[src/rtl/ivt_pkg.sv]
package ivt_pkg;

   // word indices of the register slots (byte offset = index * 4)
   localparam int unsigned WIDX_STATUS   = 0;
   localparam int unsigned WIDX_CANCEL   = 1;
   localparam int unsigned WIDX_ACK      = 2;
   localparam int unsigned WIDX_LENGTH   = 3;
   localparam int unsigned WIDX_ONESHOT  = 4;
   localparam int unsigned WIDX_REPEAT   = 5;
   localparam int unsigned NUM_SLOTS     = 6;

   // status bit positions
   localparam int unsigned STAT_ACTIVE   = 0;
   localparam int unsigned STAT_PENDING  = 1;

   // decoded single-cycle commands
   typedef struct packed {
      logic start;     // nonzero write to either start slot
      logic repeat_md; // mode that goes with start
      logic cancel;
      logic ack;
      logic len_we;
   } ivt_cmd_t;

endpackage

[src/rtl/ivt_regdec.sv]
module ivt_regdec
   import ivt_pkg::*;
#(
   parameter int unsigned ADDR_W       = 8,
   parameter int unsigned DATA_W       = 32,
   parameter int unsigned CNT_W        = 32,
   parameter bit          STRICT_ALIGN = 1'b1
) (
   input  logic              clk,
   input  logic              rst_n,
   input  logic              bus_sel,
   input  logic              bus_wr,
   input  logic [ADDR_W-1:0] bus_addr,
   input  logic [DATA_W-1:0] bus_wdata,
   input  logic              active_i,
   input  logic              pending_i,
   output ivt_cmd_t          cmd_o,
   output logic [CNT_W-1:0]  length_o,
   output logic [DATA_W-1:0] bus_rdata
);

   localparam int unsigned WIDX_W = ADDR_W - 2;

   logic [WIDX_W-1:0] widx;
   logic              aligned;
   logic              wr_ok;
   logic              rd_ok;
   logic              nz;
   logic [CNT_W-1:0]  length_q;
   logic [DATA_W-1:0] len_ext;

   assign widx = bus_addr[ADDR_W-1:2];

   generate
      if (STRICT_ALIGN) begin : g_strict
         assign aligned = (bus_addr[1:0] == 2'b00);
      end else begin : g_loose
         logic unused_low;
         assign unused_low = ^bus_addr[1:0];
         assign aligned    = 1'b1;
      end
   endgenerate

   assign wr_ok = bus_sel &  bus_wr & aligned;
   assign rd_ok = bus_sel & ~bus_wr & aligned;
   assign nz    = |bus_wdata;

   always_comb begin
      cmd_o = '0;
      if (wr_ok) begin
         unique case (widx)
            WIDX_W'(WIDX_CANCEL):  cmd_o.cancel = nz;
            WIDX_W'(WIDX_ACK):     cmd_o.ack    = nz;
            WIDX_W'(WIDX_LENGTH):  cmd_o.len_we = 1'b1;
            WIDX_W'(WIDX_ONESHOT): cmd_o.start  = nz;
            WIDX_W'(WIDX_REPEAT): begin
               cmd_o.start     = nz;
               cmd_o.repeat_md = 1'b1;
            end
            default: cmd_o = '0;
         endcase
      end
   end

   always_ff @(posedge clk) begin
      if (!rst_n) begin
         length_q <= '0;
      end else if (cmd_o.len_we) begin
         length_q <= bus_wdata[CNT_W-1:0];
      end
   end

   assign length_o = length_q;

   generate
      if (CNT_W == DATA_W) begin : g_len_full
         assign len_ext = length_q;
      end else begin : g_len_ext
         logic unused_hi;
         assign unused_hi = ^bus_wdata[DATA_W-1:CNT_W];
         assign len_ext   = {{(DATA_W-CNT_W){1'b0}}, length_q};
      end
   endgenerate

   always_comb begin
      bus_rdata = '0;
      if (rd_ok) begin
         if (widx == WIDX_W'(WIDX_STATUS)) begin
            bus_rdata[STAT_ACTIVE]  = active_i;
            bus_rdata[STAT_PENDING] = pending_i;
         end else if (widx == WIDX_W'(WIDX_LENGTH)) begin
            bus_rdata = len_ext;
         end
      end
   end

   // action slots always read as zero
   assert_action_reads_zero_R2: assert property (@(posedge clk) disable iff (!rst_n)
      (rd_ok && (widx == WIDX_W'(WIDX_CANCEL) || widx == WIDX_W'(WIDX_ACK) ||
                 widx == WIDX_W'(WIDX_ONESHOT) || widx == WIDX_W'(WIDX_REPEAT)))
      |-> (bus_rdata == '0));

   // the stored length follows the last write to its slot
   assert_length_store_R2: assert property (@(posedge clk) disable iff (!rst_n)
      cmd_o.len_we |=> (length_o == $past(bus_wdata[CNT_W-1:0])));

endmodule

[src/rtl/ivt_counter.sv]
module ivt_counter #(
   parameter int unsigned CNT_W = 32
) (
   input  logic             clk,
   input  logic             rst_n,
   input  logic             start_i,
   input  logic             repeat_i,
   input  logic             cancel_i,
   input  logic [CNT_W-1:0] length_i,
   output logic             active_o,
   output logic             expire_o
);

   logic [CNT_W-1:0] count_q;
   logic             active_q;
   logic             repeat_q;
   logic [CNT_W-1:0] load_val;

   // a zero length runs for one cycle so the counter can never stall
   assign load_val = (length_i == '0) ? CNT_W'(1) : length_i;
   assign expire_o = active_q && (count_q == CNT_W'(1));
   assign active_o = active_q;

   always_ff @(posedge clk) begin
      if (!rst_n) begin
         count_q  <= '0;
         active_q <= 1'b0;
         repeat_q <= 1'b0;
      end else if (start_i) begin
         count_q  <= load_val;
         active_q <= 1'b1;
         repeat_q <= repeat_i;
      end else if (cancel_i) begin
         active_q <= 1'b0;
      end else if (expire_o) begin
         if (repeat_q) begin
            count_q <= load_val;
         end else begin
            active_q <= 1'b0;
            count_q  <= '0;
         end
      end else if (active_q) begin
         count_q <= count_q - CNT_W'(1);
      end
   end

   // a one-shot stops at its expiry
   assert_oneshot_stops_R3: assert property (@(posedge clk) disable iff (!rst_n)
      (expire_o && !repeat_q && !start_i) |=> !active_o);

   // a repeating countdown stays active across expiry
   assert_repeat_stays_R4: assert property (@(posedge clk) disable iff (!rst_n)
      (expire_o && repeat_q && !cancel_i) |=> active_o);

   // a running counter never holds zero
   assert_never_zero_R8: assert property (@(posedge clk) disable iff (!rst_n)
      active_o |-> (count_q != '0));

   // cancel stops the countdown
   assert_cancel_stops_R5: assert property (@(posedge clk) disable iff (!rst_n)
      (cancel_i && !start_i) |=> !active_o);

   // a start loads the full length
   assert_start_loads_R11: assert property (@(posedge clk) disable iff (!rst_n)
      start_i |=> (active_o && count_q != '0));

endmodule

[src/rtl/ivt_irq.sv]
module ivt_irq (
   input  logic clk,
   input  logic rst_n,
   input  logic expire_i,
   input  logic ack_i,
   output logic pending_o
);

   logic pending_q;

   always_ff @(posedge clk) begin
      if (!rst_n) begin
         pending_q <= 1'b0;
      end else if (expire_i) begin
         pending_q <= 1'b1;  // expiry beats a same-cycle acknowledge
      end else if (ack_i) begin
         pending_q <= 1'b0;
      end
   end

   assign pending_o = pending_q;

   // expiry always leaves the flag set
   assert_expire_sets_R7: assert property (@(posedge clk) disable iff (!rst_n)
      expire_i |=> pending_o);

   // acknowledge without expiry clears
   assert_ack_clears_R6: assert property (@(posedge clk) disable iff (!rst_n)
      (ack_i && !expire_i) |=> !pending_o);

   // the flag only rises after an expiry
   assert_rise_cause_R3: assert property (@(posedge clk) disable iff (!rst_n)
      $rose(pending_o) |-> $past(expire_i));

endmodule

[src/rtl/ivt_timer.sv]
module ivt_timer
   import ivt_pkg::*;
#(
   parameter int unsigned ADDR_W       = 8,
   parameter int unsigned DATA_W       = 32,
   parameter int unsigned CNT_W        = 32,
   parameter bit          STRICT_ALIGN = 1'b1
) (
   input  logic              clk,
   input  logic              rst_n,
   input  logic              bus_sel,
   input  logic              bus_wr,
   input  logic [ADDR_W-1:0] bus_addr,
   input  logic [DATA_W-1:0] bus_wdata,
   output logic [DATA_W-1:0] bus_rdata,
   output logic              irq_o
);

   localparam int unsigned MIN_ADDR_W = $clog2(NUM_SLOTS) + 2;

   generate
      if (ADDR_W < MIN_ADDR_W) begin : g_chk_addr
         $error("ADDR_W too small for the register slots");
      end
      if (CNT_W > DATA_W || CNT_W < 2) begin : g_chk_cnt
         $error("CNT_W must lie between 2 and DATA_W");
      end
      if (DATA_W < 2) begin : g_chk_data
         $error("DATA_W must hold the status bits");
      end
   endgenerate

   ivt_cmd_t         cmd;
   logic [CNT_W-1:0] length;
   logic             active;
   logic             expire;
   logic             pending;

   ivt_regdec #(
      .ADDR_W      (ADDR_W),
      .DATA_W      (DATA_W),
      .CNT_W       (CNT_W),
      .STRICT_ALIGN(STRICT_ALIGN)
   ) u_regdec (
      .clk      (clk),
      .rst_n    (rst_n),
      .bus_sel  (bus_sel),
      .bus_wr   (bus_wr),
      .bus_addr (bus_addr),
      .bus_wdata(bus_wdata),
      .active_i (active),
      .pending_i(pending),
      .cmd_o    (cmd),
      .length_o (length),
      .bus_rdata(bus_rdata)
   );

   ivt_counter #(
      .CNT_W(CNT_W)
   ) u_counter (
      .clk     (clk),
      .rst_n   (rst_n),
      .start_i (cmd.start),
      .repeat_i(cmd.repeat_md),
      .cancel_i(cmd.cancel),
      .length_i(length),
      .active_o(active),
      .expire_o(expire)
   );

   ivt_irq u_irq (
      .clk      (clk),
      .rst_n    (rst_n),
      .expire_i (expire),
      .ack_i    (cmd.ack),
      .pending_o(pending)
   );

   assign irq_o = pending;

   // a zero write to a start slot does not start an idle timer
   assert_zero_start_R10: assert property (@(posedge clk) disable iff (!rst_n)
      (bus_sel && bus_wr && bus_wdata == '0 && !active) |=> !active);

   // interrupt is low in the first cycle out of reset
   assert_reset_quiet_R1: assert property (@(posedge clk)
      !rst_n |=> !irq_o);

endmodule

[config.mk]
export PLATFORM = sky130hd
export DESIGN_NAME = ivt_timer
export DESIGN_NICKNAME = d
export VERILOG_FILES = /design/src/rtl/ivt_pkg.sv /design/src/rtl/ivt_regdec.sv /design/src/rtl/ivt_counter.sv /design/src/rtl/ivt_irq.sv /design/src/rtl/ivt_timer.sv
export SDC_FILE = /design/constraint.sdc
export NUM_CORES = 1
export LEC_CHECK = 0
export ABC_AREA = 1
export BUFFER_PORTS_ARGS = -buffer_cell sky130_fd_sc_hd__buf_2
export CAP_MARGIN = 30
export CORE_ASPECT_RATIO = 1.2
export CORE_MARGIN = 1
export CORE_UTILIZATION = 35
export DETAILED_ROUTE_END_ITERATION = 8
export HOLD_SLACK_MARGIN = 0.05
export MAX_ROUTING_LAYER = met4
export PLACE_DENSITY = 0.63
export SYNTH_ARGS = -nofsm -noshare
export SYNTH_HDL_FRONTEND = slang
export SYNTH_SLANG_ARGS = --single-unit
export TNS_END_PERCENT = 100
[constraint.sdc]
create_clock -name clk -period 2 [get_ports clk]
set_input_delay 0 -clock clk [delete_from_list [all_inputs] [get_ports clk]]
set_output_delay 0 -clock clk [all_outputs]
set_load 0.01 [all_outputs]
Word-level counts from Yosys, hierarchy flattened
Cells that the tools add are included.

Bits in registers: 67. Latch bits: 0. Memory bits (writable): 0. ROM bits: 0. Logic and storage cells: 52. Memories kept: 0.

$add $sub $neg: 1. Multipliers: 0. Divide/modulo/power cells: 0. Order comparisons: 0. Eq/ne operators: 8. Shift-type cells: 0. Muxes and demuxes: 22. Bitwise gates (word level): 5. Reduce and logical (&&, ||, !) cells: 11.

Operators by type and width (number): 32-bit 2-to-1 mux (8); 32-bit by 1-bit equality test with 1-bit output (second input constant) (1); 32-bit zero test (1); 32-bit OR reduction (1); 32-bit by 1-bit subtractor with 32-bit output (second input constant) (1); 30-bit 2-to-1 mux (1); 6-bit by 2-bit equality test with 1-bit output (second input constant) (2); 6-bit by 3-bit equality test with 1-bit output (second input constant) (2); 1-bit 2-to-1 mux (11); 6-bit by 1-bit equality test with 1-bit output (second input constant) (1); 6-bit zero test (1); 3-bit nonzero test (2); 5-bit 2-to-1 mux (1); 1-bit AND (4); 2-bit AND reduction (2); 3-bit != test (second input constant) (1); 2-bit zero test (1); 2-bit 2-to-1 mux (1); 2-bit by 1-bit != test with 1-bit output (second input constant) (1); 2-bit nonzero test (1); 2-bit OR reduction (1); 1-bit logical AND (1); 1-bit NOT (1).

Longest topological paths before layout
Gate-level depths: netlist (run 1).

Depth after elaboration: 6. Gate-level depth with buffers: 14. Gate-level depth less buffers: 13.

Cells and area by module
From an unflattened synthesis (run 1), not the netlist that was laid out.

Cells, all modules: 773. Area, all modules: 4633.2 µm².

By module, submodules not included: ivt_counter (times used 1, cells an instance 431, area each 2636.3 µm², sequential area each 680.7 µm²); ivt_regdec (times used 1, cells an instance 336, area each 1953.1 µm², sequential area each 640.6 µm²); ivt_irq (times used 1, cells an instance 6, area each 43.8 µm², sequential area each 20.0 µm²).

Worst setup path before layout (run 1)
No wires, ideal clock.

Path kind: reg2reg. Start point: register u_counter.count_q[0]. End point: register u_counter.count_q[11]. Library setup time: 117 ps. Data arrival time: 1475 ps. Data required time: 1883 ps. Slack: 408 ps. Cell stages (with the launch flop): 12. Cells stage by stage: dfxtp_1 ha_1 nand2_1 nor2_1 nand2_2 nor2_4 nand2_2 nand2_4 buf_4 nand2_1 a21oi_1 nor2_1.

Longest elaborated chain between the ends: 5.

Ends and longest elaborated chain: from (decl) (line ivt_counter.sv:14) `logic [CNT_W-1:0] count_q;`; from (signal assigned) (line ivt_counter.sv:30) `count_q <= load_val;`; from (signal assigned) (line ivt_counter.sv:37) `count_q <= load_val;`; from (signal assigned) (line ivt_counter.sv:43) `count_q <= count_q - CNT_W'(1);`; 32-bit by 1-bit subtractor with 32-bit output or 32-bit by 1-bit equality test with 1-bit output (tied branches) (line ivt_counter.sv:43, ivt_counter.sv:21); 32-bit 2-to-1 mux or 1-bit logical AND (tied branches) (line ivt_counter.sv:42, ivt_counter.sv:21); 32-bit 2-to-1 mux (line ivt_counter.sv:35) `end else if (expire_o) begin`; 32-bit 2-to-1 mux (line ivt_counter.sv:33) `end else if (cancel_i) begin`; 32-bit 2-to-1 mux (line ivt_counter.sv:29) `end else if (start_i) begin`.

Parallel ways exist; a longest one is shown, timed or not. The select of a mux whose other input is x is not followed. A chain may end at the register's enable or synchronous reset.

Worst setup path in the final report (run 1)
Start point: input bus_wdata[6]. End point: register u_counter.count_q[27].

Longest elaborated chain between the ends: 5.

Ends and longest elaborated chain: from (decl) (line ivt_timer.sv:14) `input logic [DATA_W-1:0] bus_wdata,`; 32-bit OR reduction * (line ivt_regdec.sv:46) `assign nz = |bus_wdata;`; 1-bit 2-to-1 mux (line ivt_regdec.sv:51) `unique case (widx)`; 5-bit 2-to-1 mux * (line ivt_regdec.sv:50) `if (wr_ok) begin`; 2-bit by 1-bit != test with 1-bit output (no source line) or 3-bit nonzero test (tied branches); 2-bit AND reduction (no source line).

Mark *: on every way between the ends. The rest lies on a longest branch, timed or not.

==> results.sh, run 1 <==
export IMPL_yosys_most_used_dff="dfxtp_1"
export IMPL_fp_dieH_um=125
export IMPL_clock_sinks=67
export IMPL_multi_input_area_mm2=0.00270
export IMPL_hold_viol_final=0
export IMPL_n_antenna_cell=0
export IMPL_row_count=44
export IMPL_synth_nets=761
export IMPL_crit_buf_inv=5
export IMPL_relSlewSlack_pct=61.2
export IMPL_report_final_slew_viol_count=0
export IMPL_fmax_mhz=530
export IMPL_vias=4960
export IMPL_synth_cell_types=43
export IMPL_powerDensity_mw_per_mm2=565
export IMPL_end_kind="flip-flop"
export IMPL_synth_common_cells="nand2_1 (167), nor2_1 (120), inv_1 (70), dfxtp_1 (67), a21oi_1 (56)"
export IMPL_crit_top_cell="nand2_1"
export IMPL_dp_slack_ns=0.142
export IMPL_htreeDepth=3
export IMPL_path_delay_family="buffers and inverters"
export IMPL_synth_edff_count=0
export IMPL_root_buffer="clkbuf_16"
export IMPL_status="finished clean"
export IMPL_hpwl_um=10600
export IMPL_regArea_mm2=0.00134
export IMPL_ys_warn_count=0
export IMPL_vias_per_cell=4.96
export IMPL_r2r_end="u_counter.count_q[16]$_SDFFE_PN0P_"
export IMPL_worst_skew_pair_late_latency_ns=0.33
export IMPL_grt_pass1_vias=4829
export IMPL_criticalPathCategory="primary input to flip-flop"
export IMPL_vdd_ir_drop_max_mv=0.421
export IMPL_cap_viol_max_count=0
export IMPL_crit_fanout=9
export IMPL_synth_area_leaders="dfxtp_1 (30%), nand2_1 (14%), nor2_1 (10%), a21oi_1 (6.3%), inv_1 (5.9%)"
export IMPL_fp_dieW_um=105
export IMPL_dpl_instance_area_mm2=0.00505
export IMPL_nFillCells=1290
export IMPL_syn_inst=715
export IMPL_skew_ns=0.00454
export IMPL_die_area_mm2=0.0131
export IMPL_core_mm2=0.0122
export IMPL_dr_pass1_iters=5
export IMPL_reg2reg_depth=12
export IMPL_synth_largest_area_cell="dfxtp_1"
export IMPL_ys_seq_area_share_pct=30.3
export IMPL_clockBufferDepth=2
export IMPL_grt_first_pass_wirelength_um=23800
export IMPL_setup_viol=0
export IMPL_syn_area_mm2=0.00443
export IMPL_drtIter0Drc=441
export IMPL_area_growth_pct=29.6
export IMPL_fin_util_pct=46.9
export IMPL_drive_gt1_share_pct=20.2
export IMPL_boundaryPins=77
export IMPL_syn_avg_cell_area_um2=6.19
export IMPL_wire_per_inst_um=14.6
export IMPL_grt_max_degree=45
export IMPL_async_flop_share_pct=0
export IMPL_drcViolationCount=0
export IMPL_arrival_ns=2.12
export IMPL_yosys_area_top_type_share_pct=30.3
export IMPL_r2r_start="u_counter.count_q[1]$_SDFFE_PN0P_"
export IMPL_setup_slack_ns=0.112
export IMPL_min_path_type="primary input to flip-flop"
export IMPL_ant_nets=0
export IMPL_gp_congestion=0.895
export IMPL_clkSlewWorstSetupHoldPaths_ns=0.05
export IMPL_critPathMaxStageDelay_ns=0.55
export IMPL_cp_start_kind="primary input"
export IMPL_grt_antenna_before_repair=0
export IMPL_critical_path_slowest_cell="dlygate4sd3_1"
export IMPL_min_to="u_irq.pending_o$_SDFFE_PN0P_"
export IMPL_synth_most_common_cell="nand2_1"
export IMPL_final_period_utilization_pct=94.4
export IMPL_hold_depth=4
export IMPL_required_ns=2.23
export IMPL_worst_pin_slew_ns=0.581
export IMPL_nNetsFinal=883
export IMPL_fin_crit_ns=1.89
export IMPL_reg2reg_slack_ns=0.18
export IMPL_start_util_pct=36.2
export IMPL_cts_tree="built"
export IMPL_total_leakage_power_nw=2.78
export IMPL_hold_start="bus_addr[3]"
export IMPL_final_area_mm2=0.00574
export IMPL_crit_chain="dlygate4sd3_1, buf_2, nor2_1, nand2_1, nor2_1, nand2_1, o21ai_4, buf_4, buf_4, o21ai_4, a21oi_1, o21ai_1, nand2_1, inv_1"
export IMPL_routed_wirelength_um=14600
export IMPL_port_buffers=76
export IMPL_gr_usage_all_layers_pct=23.6
export IMPL_ys_seq_elements=67
export IMPL_cts_made_buffers=9
export IMPL_grt_overflow=0
## timing repair
item,in CTS,in global routing
resized for setup,0,16
setup buffers,0,3
endpoints found under the setup margin,0,32
hold endpoints to repair,33,0
hold buffers,33,0
## layer usage
| layer | vias to the layer above | share of wire, % | track usage, % |
|---|---|---|---|
| met5 | - | 0 | - |
| met4 | 0 | 2.5 | 10.0 |
| met3 | 23 | 4.7 | 3.08 |
| met2 | 164 | 50 | 39.8 |
| met1 | 2221 | 43 | 28.1 |
| li1 | 2552 | - | - |
## state kept, by name (all words and copies together) (netlist names)
name	cells
u_counter.repeat_q	1
u_irq.pending_o	1
u_counter.active_o	1
u_counter.count_q	32
u_regdec.length_o	32
## power by group
| group | leakage, nW | internal, W | total (W) | switching, W |
|---|---|---|---|---|
| combinational | 2.10 | 0.000158 | 0.000351 | 0.000194 |
| sequential | 0.540 | 0.00134 | 0.00134 | 0.00000481 |
| clock | 0.141 | 0.000980 | 0.00155 | 0.000568 |
| total | 2.78 | 0.00248 | 0.00324 | 0.000766 |
## kinds of logic (layout without fill, tap and decap cells)
logic type	Yosys count	after routing	share of synthesized area (%)
compound gates	131	131	15.9
xor+xnor	15	15	2.97
buf+inv	103	227	9.83
simple gates	397	398	40.5
flops	67	67	30.3
fa+ha+maj	2	2	0.565
## cells in the final DEF, fill, tap and decap left out, drive strengths merged
master,n
o21ai,69
a21oi,57
o211ai,1
nand4,13
nand3,34
o22ai,1
clkinv,2
clkbuf,11
xor2,5
dfxtp,67
o21a,1
or2,5
nor2,135
nand3b,2
dlygate4sd3,33
nor3,23
nor4,8
a21boi,1
inv,77
nand2,177
buf,103
xnor2,10
and3,1
ha,2
bufinv,1
a211oi,1
## layout make-up
class                           count  area share [%]
Tap cell                          161            3.51
Clock inverter                      3           0.698
Timing Repair Buffer              136            16.0
Clock buffer                       11            4.23
Multi-Input combinational cell    546            47.0
Inverter                           77            5.21
Sequential cell                    67            23.4
## stage by stage
stage               power, W  hold WS [ns]  setup TNS, ns  cells
floorplan            0.00155         0.128              0    715
global placement     0.00167         0.244              0    950
detailed placement   0.00166         0.243              0    950
CTS                  0.00325         0.176              0    997
global route         0.00336         0.224        -0.0208   1001
finish               0.00324         0.167              0   1001
## how the worst max path moves through the flow
stage	slack, ns	start	endpoint	cells past startpoint
3_5_place_dp	0.14	bus_wdata[27]	u_counter.count_q[9]$_SDFFE_PN0P_	12
4_1_cts	0.04	bus_wdata[6]	u_counter.count_q[5]$_SDFFE_PN0P_	13
2_1_floorplan	0.41	u_counter.count_q[0]$_SDFFE_PN0P_	u_counter.count_q[11]$_SDFFE_PN0P_	11
3_3_place_gp	0.13	u_counter.count_q[17]$_SDFFE_PN0P_	u_counter.count_q[25]$_SDFFE_PN0P_	12
6_report	0.11	bus_wdata[6]	u_counter.count_q[27]$_SDFFE_PN0P_	14
5_1_grt	-0.01	bus_wdata[6]	u_counter.count_q[6]$_SDFFE_PN0P_	15
## tightest hold or removal path, stage by stage
cell and delay (ns):
buf_2 0.13, nand4_1 0.08, o21ai_0 0.11, a21oi_1 0.14
(Power assumes the default switching activity.)
==> run 2, diff against run 1 <==
- CORE_UTILIZATION: 35 -> 26
- PLACE_DENSITY: 0.63 -> 0.52
==> run 2 against run 1 <==
  * First-iteration DRC count down 35%
  * Highest routed layer unchanged
  * Fmax up 1.0%
  * Total power up 11%
  * Setup slack better by 0.019 ns
  * Clock power up 22%
  * Worst hold slack better by 0.0099 ns
  * Sequential share of layout area down 0.69 points
  * Wire length up 6.2%
  * Largest power group unchanged
  * Clock skew down 0.0010 ns
  * Largest cell class unchanged
  * Sequential power about the same
==> results.sh, run 2 (same netlist as run 1, synthesis figures left out) <==
export IMPL_crit_fanout=16
export IMPL_skew_ns=0.00353
export IMPL_grt_pass1_vias=4900
export IMPL_fin_util_pct=35.9
export IMPL_min_to="u_irq.pending_o$_SDFFE_PN0P_"
export IMPL_mostFrequentLayoutCells="nand2_1 (166), nor2_1 (115), buf_2 (76)"
export IMPL_drive_gt1_share_pct=20.9
export IMPL_row_count=51
export IMPL_crit_start="u_counter.count_q[1]$_SDFFE_PN0P_"
export IMPL_nFillCells=1841
export IMPL_grt_first_pass_wirelength_um=24900
export IMPL_boundaryPins=77
export IMPL_gr_usage_all_layers_pct=18.6
export IMPL_reg2reg_depth=12
export IMPL_min_path_type="primary input to flip-flop"
export IMPL_wire_per_inst_um=14.7
export IMPL_gp_congestion=0.857
export IMPL_regArea_mm2=0.00134
export IMPL_n_antenna_cell=0
export IMPL_grt_max_degree=45
export IMPL_clockBufferDepth=2
export IMPL_total_leakage_power_nw=2.82
export IMPL_htreeDepth=3
export IMPL_hold_viol_final=0
export IMPL_fmax_mhz=535
export IMPL_dr_pass1_iters=5
export IMPL_setup_slack_ns=0.131
export IMPL_final_common_cell="nand2_1"
export IMPL_report_final_slew_viol_count=0
export IMPL_fp_dieH_um=145
export IMPL_cts_tree="built"
export IMPL_port_buffers=76
export IMPL_core_mm2=0.0165
export IMPL_die_area_mm2=0.0176
export IMPL_cts_made_buffers=9
export IMPL_worst_pin_slew_ns=0.563
export IMPL_vias=5034
export IMPL_multi_input_area_mm2=0.00270
export IMPL_tns_ns=0
export IMPL_power_total_w=0.00359
export IMPL_worst_skew_pair_late_latency_ns=0.34
export IMPL_reg2reg_slack_ns=0.13
export IMPL_dp_slack_ns=0.0395
export IMPL_start_util_pct=26.9
export IMPL_cp_start_kind="flip-flop"
export IMPL_cap_viol_max_count=0
export IMPL_drtIter0Drc=287
export IMPL_grt_antenna_before_repair=0
export IMPL_drcViolationCount=0
export IMPL_r2r_start="u_counter.count_q[1]$_SDFFE_PN0P_"
export IMPL_required_ns=2.24
export IMPL_criticalPathCategory="flip-flop to flip-flop"
export IMPL_arrival_ns=2.10
export IMPL_setup_viol=0
export IMPL_grt_overflow=0
export IMPL_final_period_utilization_pct=93.5
export IMPL_whs_ns=0.177
export IMPL_end_kind="flip-flop"
export IMPL_ant_nets=0
export IMPL_powerDensity_mw_per_mm2=608
export IMPL_hpwl_um=11700
export IMPL_root_buffer="clkbuf_16"
export IMPL_fp_dieW_um=121
export IMPL_r2r_end="u_counter.count_q[15]$_SDFFE_PN0P_"
export IMPL_area_growth_pct=33.5
export IMPL_clock_sinks=67
export IMPL_hold_depth=4
export IMPL_relSlewSlack_pct=62.4
export IMPL_status="finished clean"
export IMPL_vdd_ir_drop_max_mv=0.408
export IMPL_fin_crit_ns=1.87
export IMPL_clkSlewWorstSetupHoldPaths_ns=0.06
export IMPL_hold_start="bus_addr[3]"
export IMPL_vias_per_cell=4.76
export IMPL_nNetsFinal=886
export IMPL_routed_wirelength_um=15500
-- run 2: repair_timing --
item                                    in CTS  in global routing
endpoints found under the setup margin       0                 32
hold buffers                                33                  0
setup buffers                                0                  7
hold endpoints to repair                    33                  0
gates resized for setup                      0                 19
-- run 2: how the worst max path moves through the flow --
stage	to	depth (start not counted)
CTS	u_counter.count_q[24]$_SDFFE_PN0P_	11
floorplan	u_counter.count_q[11]$_SDFFE_PN0P_	11
global placement	u_counter.count_q[28]$_SDFFE_PN0P_	12
detailed placement	u_counter.count_q[28]$_SDFFE_PN0P_	12
finish	u_counter.count_q[15]$_SDFFE_PN0P_	12
global route	u_counter.count_q[18]$_SDFFE_PN0P_	14
-- run 2: worst max-delay path, stage by stage, from the launching register on --
cell and delay [ns]:
dfxtp_1 0.32, inv_1 0.08, ha_2 0.20, nand2_1 0.07, nor2_2 0.15, nand2_2 0.10
nor2_4 0.14, nand2_2 0.11, nand2_8 0.17, buf_4 0.17, o21ai_0 0.11, nand2_1 0.08
o21ai_1 0.06
-- run 2: layout make-up --
cell class / count / area share [%]
clock buffers: 9 / 3.81
clock inverters: 7 / 2.09
inverters: 77 / 5.06
multi-input cells: 545 / 45.6
flip-flops and latches: 67 / 22.7
well taps: 212 / 4.49
repair buffers: 140 / 16.2
-- run 2: power breakdown --
group	internal (W)	total, W	switching [W]
clock	0.00123	0.00189	0.000665
combinational	0.000161	0.000357	0.000195
sequential	0.00134	0.00134	0.00000517
total	0.00273	0.00359	0.000866
-- run 2: routing by layer --
metal / track usage [%] / wire length, µm / vias to the layer above
met5: - / 0 / -
met4: 7.41 / 371 / 0
met3: 1.93 / 461 / 27
met2: 31.1 / 7660 / 122
met1: 22.6 / 7000 / 2318
li1: - / - / 2567
-- run 2: metrics by stage --
stage                     cell area [µm²]  instances
after floorplan                      4430        715
after global routing                 5910       1057
after global placement               5120       1001
final                                5910       1057
after detailed placement             5120       1001
after CTS                            5800       1050
